[config.mk]
export PLATFORM = sky130hd
export DESIGN_NAME = codemem_guard
export DESIGN_NICKNAME = d
export VERILOG_FILES = /design/src/rtl/cg_pkg.sv /design/src/rtl/cg_policy.sv /design/src/rtl/cg_burn_seq.sv /design/src/rtl/cg_cfg_bank.sv /design/src/rtl/cg_resp.sv /design/src/rtl/codemem_guard.sv
export SDC_FILE = /design/constraint.sdc
export NUM_CORES = 1
export LEC_CHECK = 0
export CELL_PAD_IN_SITES_DETAIL_PLACEMENT = 1
export CELL_PAD_IN_SITES_GLOBAL_PLACEMENT = 1
export CORE_MARGIN = 2
export CORE_UTILIZATION = 33
export CTS_CLUSTER_SIZE = 12
export DETAILED_ROUTE_END_ITERATION = 6
export HOLD_SLACK_MARGIN = 0.15
export MAX_ROUTING_LAYER = met4
export PLACE_DENSITY = 0.81
export SYNTH_ARGS = -nofsm -noshare
export SYNTH_HDL_FRONTEND = slang
export SYNTH_SLANG_ARGS = --single-unit
[constraint.sdc]
create_clock -name clk -period 2 [get_ports clk]
set_input_delay 0.6 -clock clk [delete_from_list [all_inputs] [get_ports clk]]
set_output_delay 0.6 -clock clk [all_outputs]
set_load 0.005 [all_outputs]
[src/rtl/cg_pkg.sv]
package cg_pkg;

  localparam int CG_DW = 8;

  typedef enum logic [1:0] {
    KIND_OPCODE  = 2'b00,
    KIND_OPERAND = 2'b01,
    KIND_VECTOR  = 2'b10,
    KIND_XFER    = 2'b11
  } acc_kind_e;

  typedef enum logic [1:0] {
    VIEW_TRUE     = 2'b00,
    VIEW_SCRAMBLE = 2'b01,
    VIEW_ONES     = 2'b10
  } view_e;

  localparam logic [1:0] LVL_OPEN = 2'b11;

  // Only the erased (open) level may program anything.
  function automatic logic prog_permitted(input logic [1:0] lvl);
    return lvl == LVL_OPEN;
  endfunction

  // How an array read on the programming port is presented.
  function automatic view_e prog_array_view(input logic [1:0] lvl);
    case (lvl)
      2'b11, 2'b10: return VIEW_TRUE;
      2'b01:        return VIEW_SCRAMBLE;
      default:      return VIEW_ONES;
    endcase
  endfunction

  // Run-mode view: operands from foreign code are hidden at strict levels.
  function automatic view_e run_view(input logic [1:0] lvl, input acc_kind_e kind,
                                     input logic opc_in_array);
    if (lvl[1])
      return VIEW_TRUE;
    if (kind == KIND_OPERAND && !opc_in_array)
      return VIEW_ONES;
    return VIEW_TRUE;
  endfunction

  function automatic logic [CG_DW-1:0] apply_view(input view_e v, input logic [CG_DW-1:0] d,
                                                  input logic [CG_DW-1:0] key);
    case (v)
      VIEW_TRUE:     return d;
      VIEW_SCRAMBLE: return d ^ key;
      default:       return '1;
    endcase
  endfunction

  // Programming can only clear bits.
  function automatic logic [CG_DW-1:0] burn(input logic [CG_DW-1:0] old_b,
                                            input logic [CG_DW-1:0] new_b);
    return old_b & new_b;
  endfunction

endpackage

[src/rtl/cg_policy.sv]
module cg_policy
  import cg_pkg::*;
(
  input  logic       prog_mode,
  input  logic [1:0] sec_level,
  input  logic       pp_req,
  input  logic       pp_write,
  input  logic       pp_cfg,
  input  logic       cpu_req,
  input  logic [1:0] cpu_kind,
  input  logic       cpu_tag,
  output logic       arr_rd_pp,
  output logic       arr_wr_pp,
  output logic       cfg_rd_pp,
  output logic       cfg_wr_pp,
  output logic       refuse_pp,
  output logic       rd_cpu,
  output view_e      pp_view,
  output view_e      cpu_view
);
  logic pp_live, cpu_live, open_lvl;

  always_comb begin
    pp_live   = pp_req & prog_mode;
    cpu_live  = cpu_req & ~prog_mode;
    open_lvl  = prog_permitted(sec_level);
    arr_rd_pp = pp_live & ~pp_write & ~pp_cfg;
    cfg_rd_pp = pp_live & ~pp_write & pp_cfg;
    arr_wr_pp = pp_live & pp_write & ~pp_cfg & open_lvl;
    cfg_wr_pp = pp_live & pp_write & pp_cfg & open_lvl;
    refuse_pp = pp_live & pp_write & ~open_lvl;
    rd_cpu    = cpu_live;
    pp_view   = prog_array_view(sec_level);
    cpu_view  = run_view(sec_level, acc_kind_e'(cpu_kind), cpu_tag);
  end
endmodule

[src/rtl/cg_burn_seq.sv]
module cg_burn_seq
  import cg_pkg::*;
#(
  parameter int AW = 14
) (
  input  logic             clk,
  input  logic             rst_n,
  input  logic             start,
  input  logic [AW-1:0]    addr,
  input  logic [CG_DW-1:0] wdata,
  input  logic [CG_DW-1:0] mem_rdata,
  output logic             wb_active,
  output logic [AW-1:0]    wb_addr,
  output logic [CG_DW-1:0] wb_data
);
  logic [CG_DW-1:0] new_q;

  always_ff @(posedge clk or negedge rst_n) begin
    if (!rst_n) begin
      wb_active <= 1'b0;
      wb_addr   <= '0;
      new_q     <= '0;
    end else begin
      wb_active <= start;
      if (start) begin
        wb_addr <= addr;
        new_q   <= wdata;
      end
    end
  end

  assign wb_data = burn(mem_rdata, new_q);

  // The write-back cycle never repeats: requests are gated while it runs.
  assert_wb_single_R12: assert property (@(posedge clk) disable iff (!rst_n)
    wb_active |=> !wb_active);
endmodule

[src/rtl/cg_cfg_bank.sv]
module cg_cfg_bank
  import cg_pkg::*;
#(
  parameter int NCFG = 2,
  localparam int SELW = (NCFG > 1) ? $clog2(NCFG) : 1
) (
  input  logic             clk,
  input  logic             rst_n,
  input  logic             wr_en,
  input  logic [SELW-1:0]  sel,
  input  logic [CG_DW-1:0] wdata,
  output logic [CG_DW-1:0] rd_val
);
  logic [CG_DW-1:0] bank [NCFG];

  for (genvar g = 0; g < NCFG; g++) begin : g_cfg
    always_ff @(posedge clk or negedge rst_n) begin
      if (!rst_n)
        bank[g] <= '1;
      else if (wr_en && int'(sel) == g)
        bank[g] <= burn(bank[g], wdata);
    end
  end

  always_comb begin
    rd_val = '1;
    for (int i = 0; i < NCFG; i++)
      if (int'(sel) == i) rd_val = bank[i];
  end
endmodule

[src/rtl/cg_resp.sv]
module cg_resp
  import cg_pkg::*;
#(
  parameter logic [CG_DW-1:0] SCRAMBLE_KEY = 8'hA5
) (
  input  logic             clk,
  input  logic             rst_n,
  input  logic             arr_rd_pp,
  input  logic             cfg_rd_pp,
  input  logic             refuse_pp,
  input  logic             rd_cpu,
  input  view_e            pp_view,
  input  view_e            cpu_view,
  input  logic [CG_DW-1:0] cfg_val,
  input  logic [CG_DW-1:0] mem_rdata,
  output logic             pp_rvalid,
  output logic [CG_DW-1:0] pp_rdata,
  output logic             pp_err,
  output logic             cpu_rvalid,
  output logic [CG_DW-1:0] cpu_rdata
);
  logic             from_cfg_q;
  view_e            pp_view_q, cpu_view_q;
  logic [CG_DW-1:0] cfg_q;

  always_ff @(posedge clk or negedge rst_n) begin
    if (!rst_n) begin
      pp_rvalid  <= 1'b0;
      from_cfg_q <= 1'b0;
      pp_view_q  <= VIEW_TRUE;
      cfg_q      <= '0;
      cpu_rvalid <= 1'b0;
      cpu_view_q <= VIEW_TRUE;
      pp_err     <= 1'b0;
    end else begin
      pp_rvalid  <= arr_rd_pp | cfg_rd_pp;
      from_cfg_q <= cfg_rd_pp;
      pp_view_q  <= pp_view;
      cfg_q      <= cfg_val;
      cpu_rvalid <= rd_cpu;
      cpu_view_q <= cpu_view;
      pp_err     <= refuse_pp;
    end
  end

  always_comb begin
    pp_rdata  = '0;
    cpu_rdata = '0;
    if (pp_rvalid)
      pp_rdata = from_cfg_q ? cfg_q : apply_view(pp_view_q, mem_rdata, SCRAMBLE_KEY);
    if (cpu_rvalid)
      cpu_rdata = apply_view(cpu_view_q, mem_rdata, SCRAMBLE_KEY);
  end
endmodule

[src/rtl/codemem_guard.sv]
module codemem_guard
  import cg_pkg::*;
#(
  parameter int                AW           = 14,
  parameter int                NCFG         = 2,
  parameter logic [CG_DW-1:0]  SCRAMBLE_KEY = 8'hA5
) (
  input  logic             clk,
  input  logic             rst_n,
  input  logic             prog_mode,
  input  logic [1:0]       sec_level,
  input  logic             pp_req,
  input  logic             pp_write,
  input  logic             pp_cfg,
  input  logic [AW-1:0]    pp_addr,
  input  logic [CG_DW-1:0] pp_wdata,
  output logic             pp_rvalid,
  output logic [CG_DW-1:0] pp_rdata,
  output logic             pp_err,
  input  logic             cpu_req,
  input  logic [1:0]       cpu_kind,
  input  logic             cpu_tag,
  input  logic [AW-1:0]    cpu_addr,
  output logic             cpu_rvalid,
  output logic [CG_DW-1:0] cpu_rdata,
  output logic             mem_re,
  output logic             mem_we,
  output logic [AW-1:0]    mem_addr,
  output logic [CG_DW-1:0] mem_wdata,
  input  logic [CG_DW-1:0] mem_rdata
);
  localparam int SELW = (NCFG > 1) ? $clog2(NCFG) : 1;

  // Named internal events for the checks below.
  logic             wb_active;
  logic [AW-1:0]    wb_addr;
  logic [CG_DW-1:0] wb_data;
  logic             arr_rd_pp, arr_wr_pp, cfg_rd_pp, cfg_wr_pp, refuse_pp, rd_cpu;
  view_e            pp_view, cpu_view;
  logic [CG_DW-1:0] cfg_val;
  logic             pp_req_g, cpu_req_g;

  // Requests landing on the write-back cycle are dropped.
  assign pp_req_g  = pp_req & ~wb_active;
  assign cpu_req_g = cpu_req & ~wb_active;

  cg_policy u_policy (
    .prog_mode (prog_mode),
    .sec_level (sec_level),
    .pp_req    (pp_req_g),
    .pp_write  (pp_write),
    .pp_cfg    (pp_cfg),
    .cpu_req   (cpu_req_g),
    .cpu_kind  (cpu_kind),
    .cpu_tag   (cpu_tag),
    .arr_rd_pp (arr_rd_pp),
    .arr_wr_pp (arr_wr_pp),
    .cfg_rd_pp (cfg_rd_pp),
    .cfg_wr_pp (cfg_wr_pp),
    .refuse_pp (refuse_pp),
    .rd_cpu    (rd_cpu),
    .pp_view   (pp_view),
    .cpu_view  (cpu_view)
  );

  cg_burn_seq #(.AW(AW)) u_burn (
    .clk       (clk),
    .rst_n     (rst_n),
    .start     (arr_wr_pp),
    .addr      (pp_addr),
    .wdata     (pp_wdata),
    .mem_rdata (mem_rdata),
    .wb_active (wb_active),
    .wb_addr   (wb_addr),
    .wb_data   (wb_data)
  );

  cg_cfg_bank #(.NCFG(NCFG)) u_cfg (
    .clk    (clk),
    .rst_n  (rst_n),
    .wr_en  (cfg_wr_pp),
    .sel    (pp_addr[SELW-1:0]),
    .wdata  (pp_wdata),
    .rd_val (cfg_val)
  );

  cg_resp #(.SCRAMBLE_KEY(SCRAMBLE_KEY)) u_resp (
    .clk        (clk),
    .rst_n      (rst_n),
    .arr_rd_pp  (arr_rd_pp),
    .cfg_rd_pp  (cfg_rd_pp),
    .refuse_pp  (refuse_pp),
    .rd_cpu     (rd_cpu),
    .pp_view    (pp_view),
    .cpu_view   (cpu_view),
    .cfg_val    (cfg_val),
    .mem_rdata  (mem_rdata),
    .pp_rvalid  (pp_rvalid),
    .pp_rdata   (pp_rdata),
    .pp_err     (pp_err),
    .cpu_rvalid (cpu_rvalid),
    .cpu_rdata  (cpu_rdata)
  );

  // Array port: write-back owns the port; otherwise the active mode's requester.
  always_comb begin
    mem_we    = wb_active;
    mem_wdata = wb_data;
    mem_re    = arr_rd_pp | arr_wr_pp | rd_cpu;
    if (wb_active)
      mem_addr = wb_addr;
    else if (prog_mode)
      mem_addr = pp_addr;
    else
      mem_addr = cpu_addr;
  end

  assert_burn_needs_open_R3: assert property (@(posedge clk) disable iff (!rst_n)
    mem_we |-> $past(prog_mode && pp_req && pp_write && !pp_cfg && sec_level == 2'b11));

  assert_burn_clears_only_R2: assert property (@(posedge clk) disable iff (!rst_n)
    mem_we |-> ((mem_wdata & ~$past(pp_wdata)) == '0));

  assert_refuse_no_burn_R3: assert property (@(posedge clk) disable iff (!rst_n)
    pp_err |-> !mem_we);

  assert_err_cause_R3: assert property (@(posedge clk) disable iff (!rst_n)
    pp_err |-> $past(prog_mode && pp_req && pp_write && sec_level != 2'b11));

  assert_lvl0_ones_R6: assert property (@(posedge clk) disable iff (!rst_n)
    (pp_rvalid && $past(sec_level == 2'b00 && !pp_cfg)) |-> pp_rdata == '1);

  assert_operand_blocked_R9: assert property (@(posedge clk) disable iff (!rst_n)
    (cpu_rvalid && $past(!sec_level[1] && cpu_kind == KIND_OPERAND && !cpu_tag))
      |-> cpu_rdata == '1);

  assert_fetch_passes_R10: assert property (@(posedge clk) disable iff (!rst_n)
    (cpu_rvalid && $past(cpu_kind != KIND_OPERAND)) |-> cpu_rdata == mem_rdata);

  assert_cpu_mode_R11: assert property (@(posedge clk) disable iff (!rst_n)
    cpu_rvalid |-> $past(!prog_mode));

  assert_port_excl_R12: assert property (@(posedge clk) disable iff (!rst_n)
    !(mem_re && mem_we));
endmodule

# After elaboration in Yosys (flattened, before gate mapping)
# Cells that the tools add are included.
# classes
addsub	0
n_mul	0
div_mod_pow	0
n_lt_le_gt_ge	0
eq_ne	6
shifts	0
mux	16
bitwise	26
reduce_logical	7
# op_table
op	n
8-bit 2-to-1 mux	4
8-bit one-hot mux with 2 select lines	2
14-bit 2-to-1 mux	2
8-bit bitwise AND	3
1-bit bitwise AND	13
2-bit by 1-bit == test with 1-bit output, second input constant	4
2-bit 2-to-1 mux	4
1-bit inverter	6
2-bit == test, second input constant	2
2-bit zero test	2
4-bit inverter	1
2-bit one-hot mux with 2 select lines	1
1-bit logical AND	3
1-bit 2-to-1 mux	3
1-bit OR	3
2-bit OR reduction	1
1-bit zero test	1
# word_totals
ff_bits	55
latch_bits	0
ramBits	0
mem_bits_ro	0
input_bits	56
out_inout_bits	43
wordCells	67
mem_count	0

# Depth between registers and ports, before layout
# Gate-level depths: netlist of the first run.
# depth
word_depth	8
mapped_depth	5
mapped_depth_nobuf	3

# Cells and area by module
# From an unflattened synthesis of the first run, not the netlist that was laid out.
# unflattened
hier_cells	220
hier_area_um2	2723.9
# by_module_without_submodules
mod	n_inst	cells_per_inst	area_per_inst_um2	seq_area_each_um2
cg_burn_seq	1	55	895.9	575.6
cg_cfg_bank	1	46	703.2	420.4
cg_resp	1	54	700.7	400.4
codemem_guard	1	50	324.1	0.0
cg_policy	1	15	100.1	0.0

# Least setup slack after synthesis of the first run
# No wires, ideal clock.
# synth_path
path_type	input-to-output
startpoint	input prog_mode
endpoint	output mem_addr[10]
arrival_ns	1.303
required_time_ns	1.400
path_slack_ns	0.097
path_stages	4
n_path_buf	2
path_cell_list	buf_4 -> buf_2 -> mux2i_1 -> o21ai_0
# synth_between
elab_chain_cells	2
# synth_rtl
element	line_no	text
start: declaration	codemem_guard.sv:10	input logic prog_mode,
14-bit 2-to-1 mux	codemem_guard.sv:112	else if (prog_mode)
14-bit 2-to-1 mux	codemem_guard.sv:110	if (wb_active)
end: declaration	codemem_guard.sv:28	output logic [AW-1:0] mem_addr,
# No other way between the ends.

# Final worst setup path of the first run
# layout_path
startpoint	input mem_rdata[0]
endpoint	output cpu_rdata[0]
# layout_between
elab_chain_cells	3
# layout_rtl
element	line_no	text
start: declaration	codemem_guard.sv:30	input logic [CG_DW-1:0] mem_rdata
4-bit inverter (no line)	-	
8-bit one-hot mux with 2 select lines (*)	cg_pkg.sv:46	case (v)
8-bit 2-to-1 mux (*)	cg_resp.sv:51	if (cpu_rvalid)
end: declaration	codemem_guard.sv:25	output logic [CG_DW-1:0] cpu_rdata,
# Every way passes the cells marked *; elsewhere a longest branch is shown, timed or not.

==> reports/metrics.cfg, run 1 <==
[outcome]
status = complete, no violations

[timing]
fin_ws_ns = 0.0369
worst_clock_skew_ns = 0.00952
post-route-min-period_ns = 1.96
slew_violations = 0
rsz0062_at_grt = false
whs_ns = 0.286
hold_viol = 0
period_share_pct = 98.2
timing.fmax_mhz = 509
tightest_slew_ns = 0.366
setup_viol = 0
slew_headroom_pct = 75.6

[finish]
layout-drive-gt1-share_pct = 34.8
multi_input_area_sq_mm = 0.00115
syn2layout_area_growth_pct = 55.1
seqCellArea_sq_mm = 0.00138
finalInstanceArea_sq_mm = 0.00393
fillers = 803
diodes = 0
fin_cells = 438
nets = 394

[route]
drt_first_pass_iters = 3
viasPerCell = 4.84
drcViolationCount = 0
drt-initial-drc-count = 78
ant_nets = 0
wl_per_cell_microns = 17.1
totalWireLength_mm = 7.51
vias = 2119

[synth]
synth_top_area_cell = dfrtp_1
yosysWarnings = 0
synthFlopType = dfrtp_1
syn-instance-count = 212
syn-cell-area_sq_mm = 0.00253
synthTopCellsByCount = dfrtp_1, o21a_1, o21ai_0, mux2_2, dfstp_2
ys_async_sr_fraction_pct = 100
ys_top_cells_by_area = dfrtp_1, dfstp_2, mux2_2, o21a_1, mux2i_1
synth.yosys.seq_area_share_pct = 54.1
synth_edf_count = 0
synth_cell_types = 29
syn_nets = 268
synth_top_area_share_pct = 37.5
ys_seq_elements = 54
syn_avg_cell_area_sq_um = 12.0
synth.most_common_cell = dfrtp_1

[clock_network]
cts_htree_levels = 2
clkLatencyLatePin_ns = 0.30
numCtsBuffers = 5
clkTransAtPathRegs_ns = 0.09
cts_buffer_depth = 2
cts.sinks = 54
cts_tree = yes
root_buffer = clkbuf_8

[placement]
routabilityCongestion = 0.781
dp_cells = 426
place_ws_ns = -0.830
dpl.hpwl_mm = 5.78
place_area_sq_mm = 0.00381
io_buffer_count = 98

[floorplanning]
initial_core_util_pct = 34.6
io_pins = 99
die_x_microns = 91.6
die-area_sq_mm = 0.00840
core.rowCount = 31
core_sq_mm = 0.00733
die_h_microns = 91.6

[global_routing]
antenna_found_initial = 0
grtUsageTotal_pct = 19.3
grt_max_degree = 55
grt_overflow = 0
grt_pass1_vias = 2383
grt_pass1_wl_mm = 12.3

[pwr]
p_per_area_mw_per_mm2 = 583
peakVddDrop_mv = 0.302
leakagePower_nw = 1.93

[critical_path]
critPathMaxFanout = 2
cp.required_ns = 1.40
end_kind = primary output
path_class = in -> out
cp_data_arrival_time_ns = 1.36
cp-start-kind = input port

[min_path]
hp-class = in -> async

[run]
maxCapViolCount = 0

-- where the power goes --
| part | switching [mW] | leakage, nW | internal, mW |
|---|---|---|---|
| Clock | 0.322 | 0.0482 | 0.280 |
| Combinational | 0.175 | 1.22 | 0.276 |
| Sequential | 0.0534 | 0.659 | 1.19 |
| Total | 0.551 | 1.93 | 1.74 |
-- critical path, stage by stage --
cell	delay, ns
clkdlybuf4s15_2	0.20
buf_4	0.14
o21a_1	0.17
dlygate4sd2_1	0.26
-- final cells by class --
| class | count | share of cell area, % |
|---|---|---|
| tap | 99 | 3.15 |
| timing repair buffer | 130 | 30.2 |
| inverter | 1 | 0.0955 |
| clock inverter | 1 | 0.127 |
| sequential | 54 | 35.0 |
| multi-input combinational | 146 | 29.2 |
| clock buffer | 7 | 2.20 |
-- final timing paths --
| path | end | slack [ns] | depth (start not counted) | start |
|---|---|---|---|---|
| max | cpu_rdata[0] | 0.04 | 4 | mem_rdata[0] |
| min | u_burn.new_q[6] | 0.29 | 2 | rst_n |
| max reg2reg | u_burn.new_q[6] | 0.25 | 6 | u_burn.wb_active |
| min reg2reg | u_cfg.bank[8] | 0.46 | 1 | u_cfg.bank[8] |
| max in group asynchronous | u_cfg.bank[13] | 1.42 | 2 | rst_n |
| min in group clk | u_cfg.bank[8] | 0.46 | 1 | u_cfg.bank[8] |
-- flip-flops by register name, indices dropped and copies added, names as in the netlist --
register,flops
u_resp.cfg_q,8
u_resp.pp_view_q,2
u_resp.pp_err,1
u_burn.wb_active,1
u_cfg.bank,16
u_burn.wb_addr,14
u_resp.cpu_rvalid,1
u_resp.pp_rvalid,1
u_burn.new_q,8
u_resp.from_cfg_q,1
u_resp.cpu_view_q,1
-- timing repair --
| item | 4_1_cts | 5_1_grt |
|---|---|---|
| setup endpoints to repair | 60 | 19 |
| resized for setup | 169 | 25 |
| endpoints found under the hold margin | 0 | 0 |
| cloned | 1 | 0 |
| pin swaps | 7 | 13 |
| hold buffers | 0 | 0 |
| buffers inserted | 1 | 2 |
-- routing by layer --
layer,global-route usage (%),vias up,wire length [microns]
met4,5.30,0,109
li1,-,998,-
met1,22.7,1071,3120
met5,-,-,0
met2,34.3,42,4080
met3,2.88,8,199
-- per-stage QoR --
| stage | setup TNS, ns | util [%] | power [mW] |
|---|---|---|---|
| floorplan | 0 | - | 1.41 |
| global route | 0 | 53.6 | 2.42 |
| CTS | -0.170 | 53.0 | 2.33 |
| global placement | -27.11 | 51.9 | 1.73 |
| finish | 0 | 53.6 | 2.29 |
| detailed placement | -28.92 | 51.9 | 1.75 |
-- cell usage in the layout, fill, tap and decap left out, drive strengths merged, types with 12 or more instances in the layout --
cell type,Yosys,routed
dlymetal6s2s,0,12
dlygate4sd2,0,36
dfrtp,38,38
dfstp,16,16
mux2i,14,14
clkdlybuf4s50,0,18
mux2,30,30
o21ai,22,22
nand2,15,15
buf,4,51
o21a,24,24
-- kinds of logic (layout without fill, tap and decap cells) --
family | count (synthesis) | after routing | share of synthesized area, %
mux | 44 | 44 | 18.9
buf+inv | 12 | 139 | 2.57
compound gates | 51 | 51 | 12.5
xor+xnor | 4 | 4 | 1.38
flops | 54 | 54 | 54.1
simple gates | 47 | 47 | 10.5
No activity file was read; power rests on OpenSTA's default activity.
==> run 2, diff against run 1 <==
--- a/config.mk
+++ b/config.mk
@@ -14,6 +14,7 @@
 export HOLD_SLACK_MARGIN = 0.15
 export MAX_ROUTING_LAYER = met4
 export PLACE_DENSITY = 0.81
+export RECOVER_POWER = 25
 export SYNTH_ARGS = -nofsm -noshare
 export SYNTH_HDL_FRONTEND = slang
 export SYNTH_SLANG_ARGS = --single-unit
==> run 2 against run 1 <==
Against the previous run:
- non-clock buffer count did not move
- clock-buffer cell count did not move
- cell area fell by 0.38%
- worst setup slack barely moved
- critical endpoint is now mem_addr[5]
- highest routed layer unchanged
==> reports/metrics.cfg, run 2 (synthesis gave the netlist of run 1 again) <==
[timing]
tns_ns = 0
setup_viol = 0
slew_violations = 0
hold_viol = 0
slew_headroom_pct = 13.6
rsz0062_at_grt = false
worst_clock_skew_ns = 0.00991
period_share_pct = 98.1
post-route-min-period_ns = 1.96
timing.fmax_mhz = 509
tightest_slew_ns = 1.30

[min_path]
hold_path_depth = 1
hp-class = reg -> reg
hold_end = u_cfg.bank[8]
holdCritStartpoint = u_cfg.bank[8]

[clock_network]
root_buffer = clkbuf_8
cts_htree_levels = 2
cts_buffer_depth = 2
numCtsBuffers = 5
clkLatencyLatePin_ns = 0.30
cts.sinks = 54
cts_tree = yes
clkTransAtPathRegs_ns = 0.09
hold_buffers = 0

[finish]
final_common_cell = dlygate4sd2_1
syn2layout_area_growth_pct = 54.5
nets = 394
diodes = 0
fillers = 805
largest_register = u_cfg.bank
finalInstanceArea_sq_mm = 0.00391
largest_reg_flops = 16
layout_common_cells = dlygate4sd2_1, dfrtp_1, o21a_1, buf_4, mux2_2
reg_top3 = u_cfg.bank x16, u_burn.wb_addr x14
layout-drive-gt1-share_pct = 34.8

[global_routing]
grt_overflow = 0
grt_pass1_vias = 2383
grt_max_degree = 55
grtUsageTotal_pct = 19.3
antenna_found_initial = 0
grt_pass1_wl_mm = 12.3

[run]
maxCapViolCount = 0

[critical_path]
cp-start-kind = input port
cp_data_arrival_time_ns = 1.36
cpPeakStageDelay_ns = 0.46
critPathMaxFanout = 1
cp.required_ns = 1.40
setup.reg_to_reg.worst_slack_ns = 0.25
timing.rr.start = u_burn.wb_active
slowest_stage = clkdlybuf4s50_1
crit_chain = clkdlybuf4s50_1 -> mux2i_1 -> o21ai_1 -> buf_2
worstPathBufferInverterCount = 2
worstReg2RegEnd = u_burn.new_q[6]
path_class = in -> out
end_kind = primary output
ff2ff_path_depth = 6
cp_top_family = buffers and inverters

[placement]
routabilityCongestion = 0.781
dpl.hpwl_mm = 5.78
place_area_sq_mm = 0.00381
io_buffer_count = 98

[floorplanning]
core.rowCount = 31
initial_core_util_pct = 34.6
io_pins = 99
core_sq_mm = 0.00733
die-area_sq_mm = 0.00840
die_h_microns = 91.6
die_x_microns = 91.6

[route]
wl_per_cell_microns = 17.1
ant_nets = 0
viasPerCell = 4.84
totalWireLength_mm = 7.51
drcViolationCount = 0
vias = 2121
drt_first_pass_iters = 3
drt-initial-drc-count = 94

[pwr]
leakagePower_nw = 1.92
peakVddDrop_mv = 0.300
p_per_area_mw_per_mm2 = 584

[outcome]
status = complete, no violations

[run 2: where the power goes]
group	internal, mW	leakage [nW]	switching [mW]	total [mW]
combinational	0.273	1.21	0.174	0.447
sequential	1.19	0.659	0.0533	1.24
clock	0.280	0.0482	0.321	0.600
total	1.74	1.92	0.548	2.29
[run 2: per-stage QoR]
stage,worst slack [ns],hold slack (ns),util (%),std cells,power [mW]
2_1_floorplan,0.0967,0.304,-,212,1.41
3_3_place_gp,-0.720,0.443,51.9,426,1.73
3_5_place_dp,-0.830,0.450,51.9,426,1.75
4_1_cts,-0.170,0.287,53.0,436,2.33
5_1_grt,0.00284,0.468,53.4,438,2.42
6_report,0.0371,0.459,53.4,438,2.29
[run 2: layout make-up]
cell class	count	area (sq um)	share of cell area [%]
Inverter	1	3.75	0.0959
Clock inverter	1	5.00	0.128
Clock buffer	7	86.3	2.21
Multi-Input combinational cell	146	1150	29.3
Tap cell	99	124	3.16
Sequential cell	54	1380	35.2
Timing Repair Buffer	130	1170	30.0
[run 2: metal layers]
metal | global-route usage (%) | vias to the layer above | part of all wire (%)
met2 | 34.3 | 40 | 55
met4 | 5.30 | 0 | 1.4
met3 | 2.88 | 8 | 2.6
li1 | - | 1001 | -
met1 | 22.7 | 1072 | 41
met5 | - | - | 0
[run 2: how the worst max path moves through the flow]
stage / from / end / slack (ns) / cells after the start
final: cpu_addr[5] / mem_addr[5] / 0.04 / 4
after CTS: pp_addr[2] / mem_addr[2] / -0.17 / 4
after global placement: prog_mode / mem_addr[9] / -0.72 / 5
after floorplan: prog_mode / mem_addr[10] / 0.1 / 4
after global routing: u_burn.wb_active / mem_re / 0.003 / 4
after detailed placement: prog_mode / mem_addr[2] / -0.83 / 5
[run 2: what timing repair did]
action,4_1_cts,5_1_grt
pin swaps,7,13
setup buffers,1,2
endpoints found under the setup margin,60,19
gates cloned,1,0
gates resized for setup,169,25
hold endpoints to repair,0,0
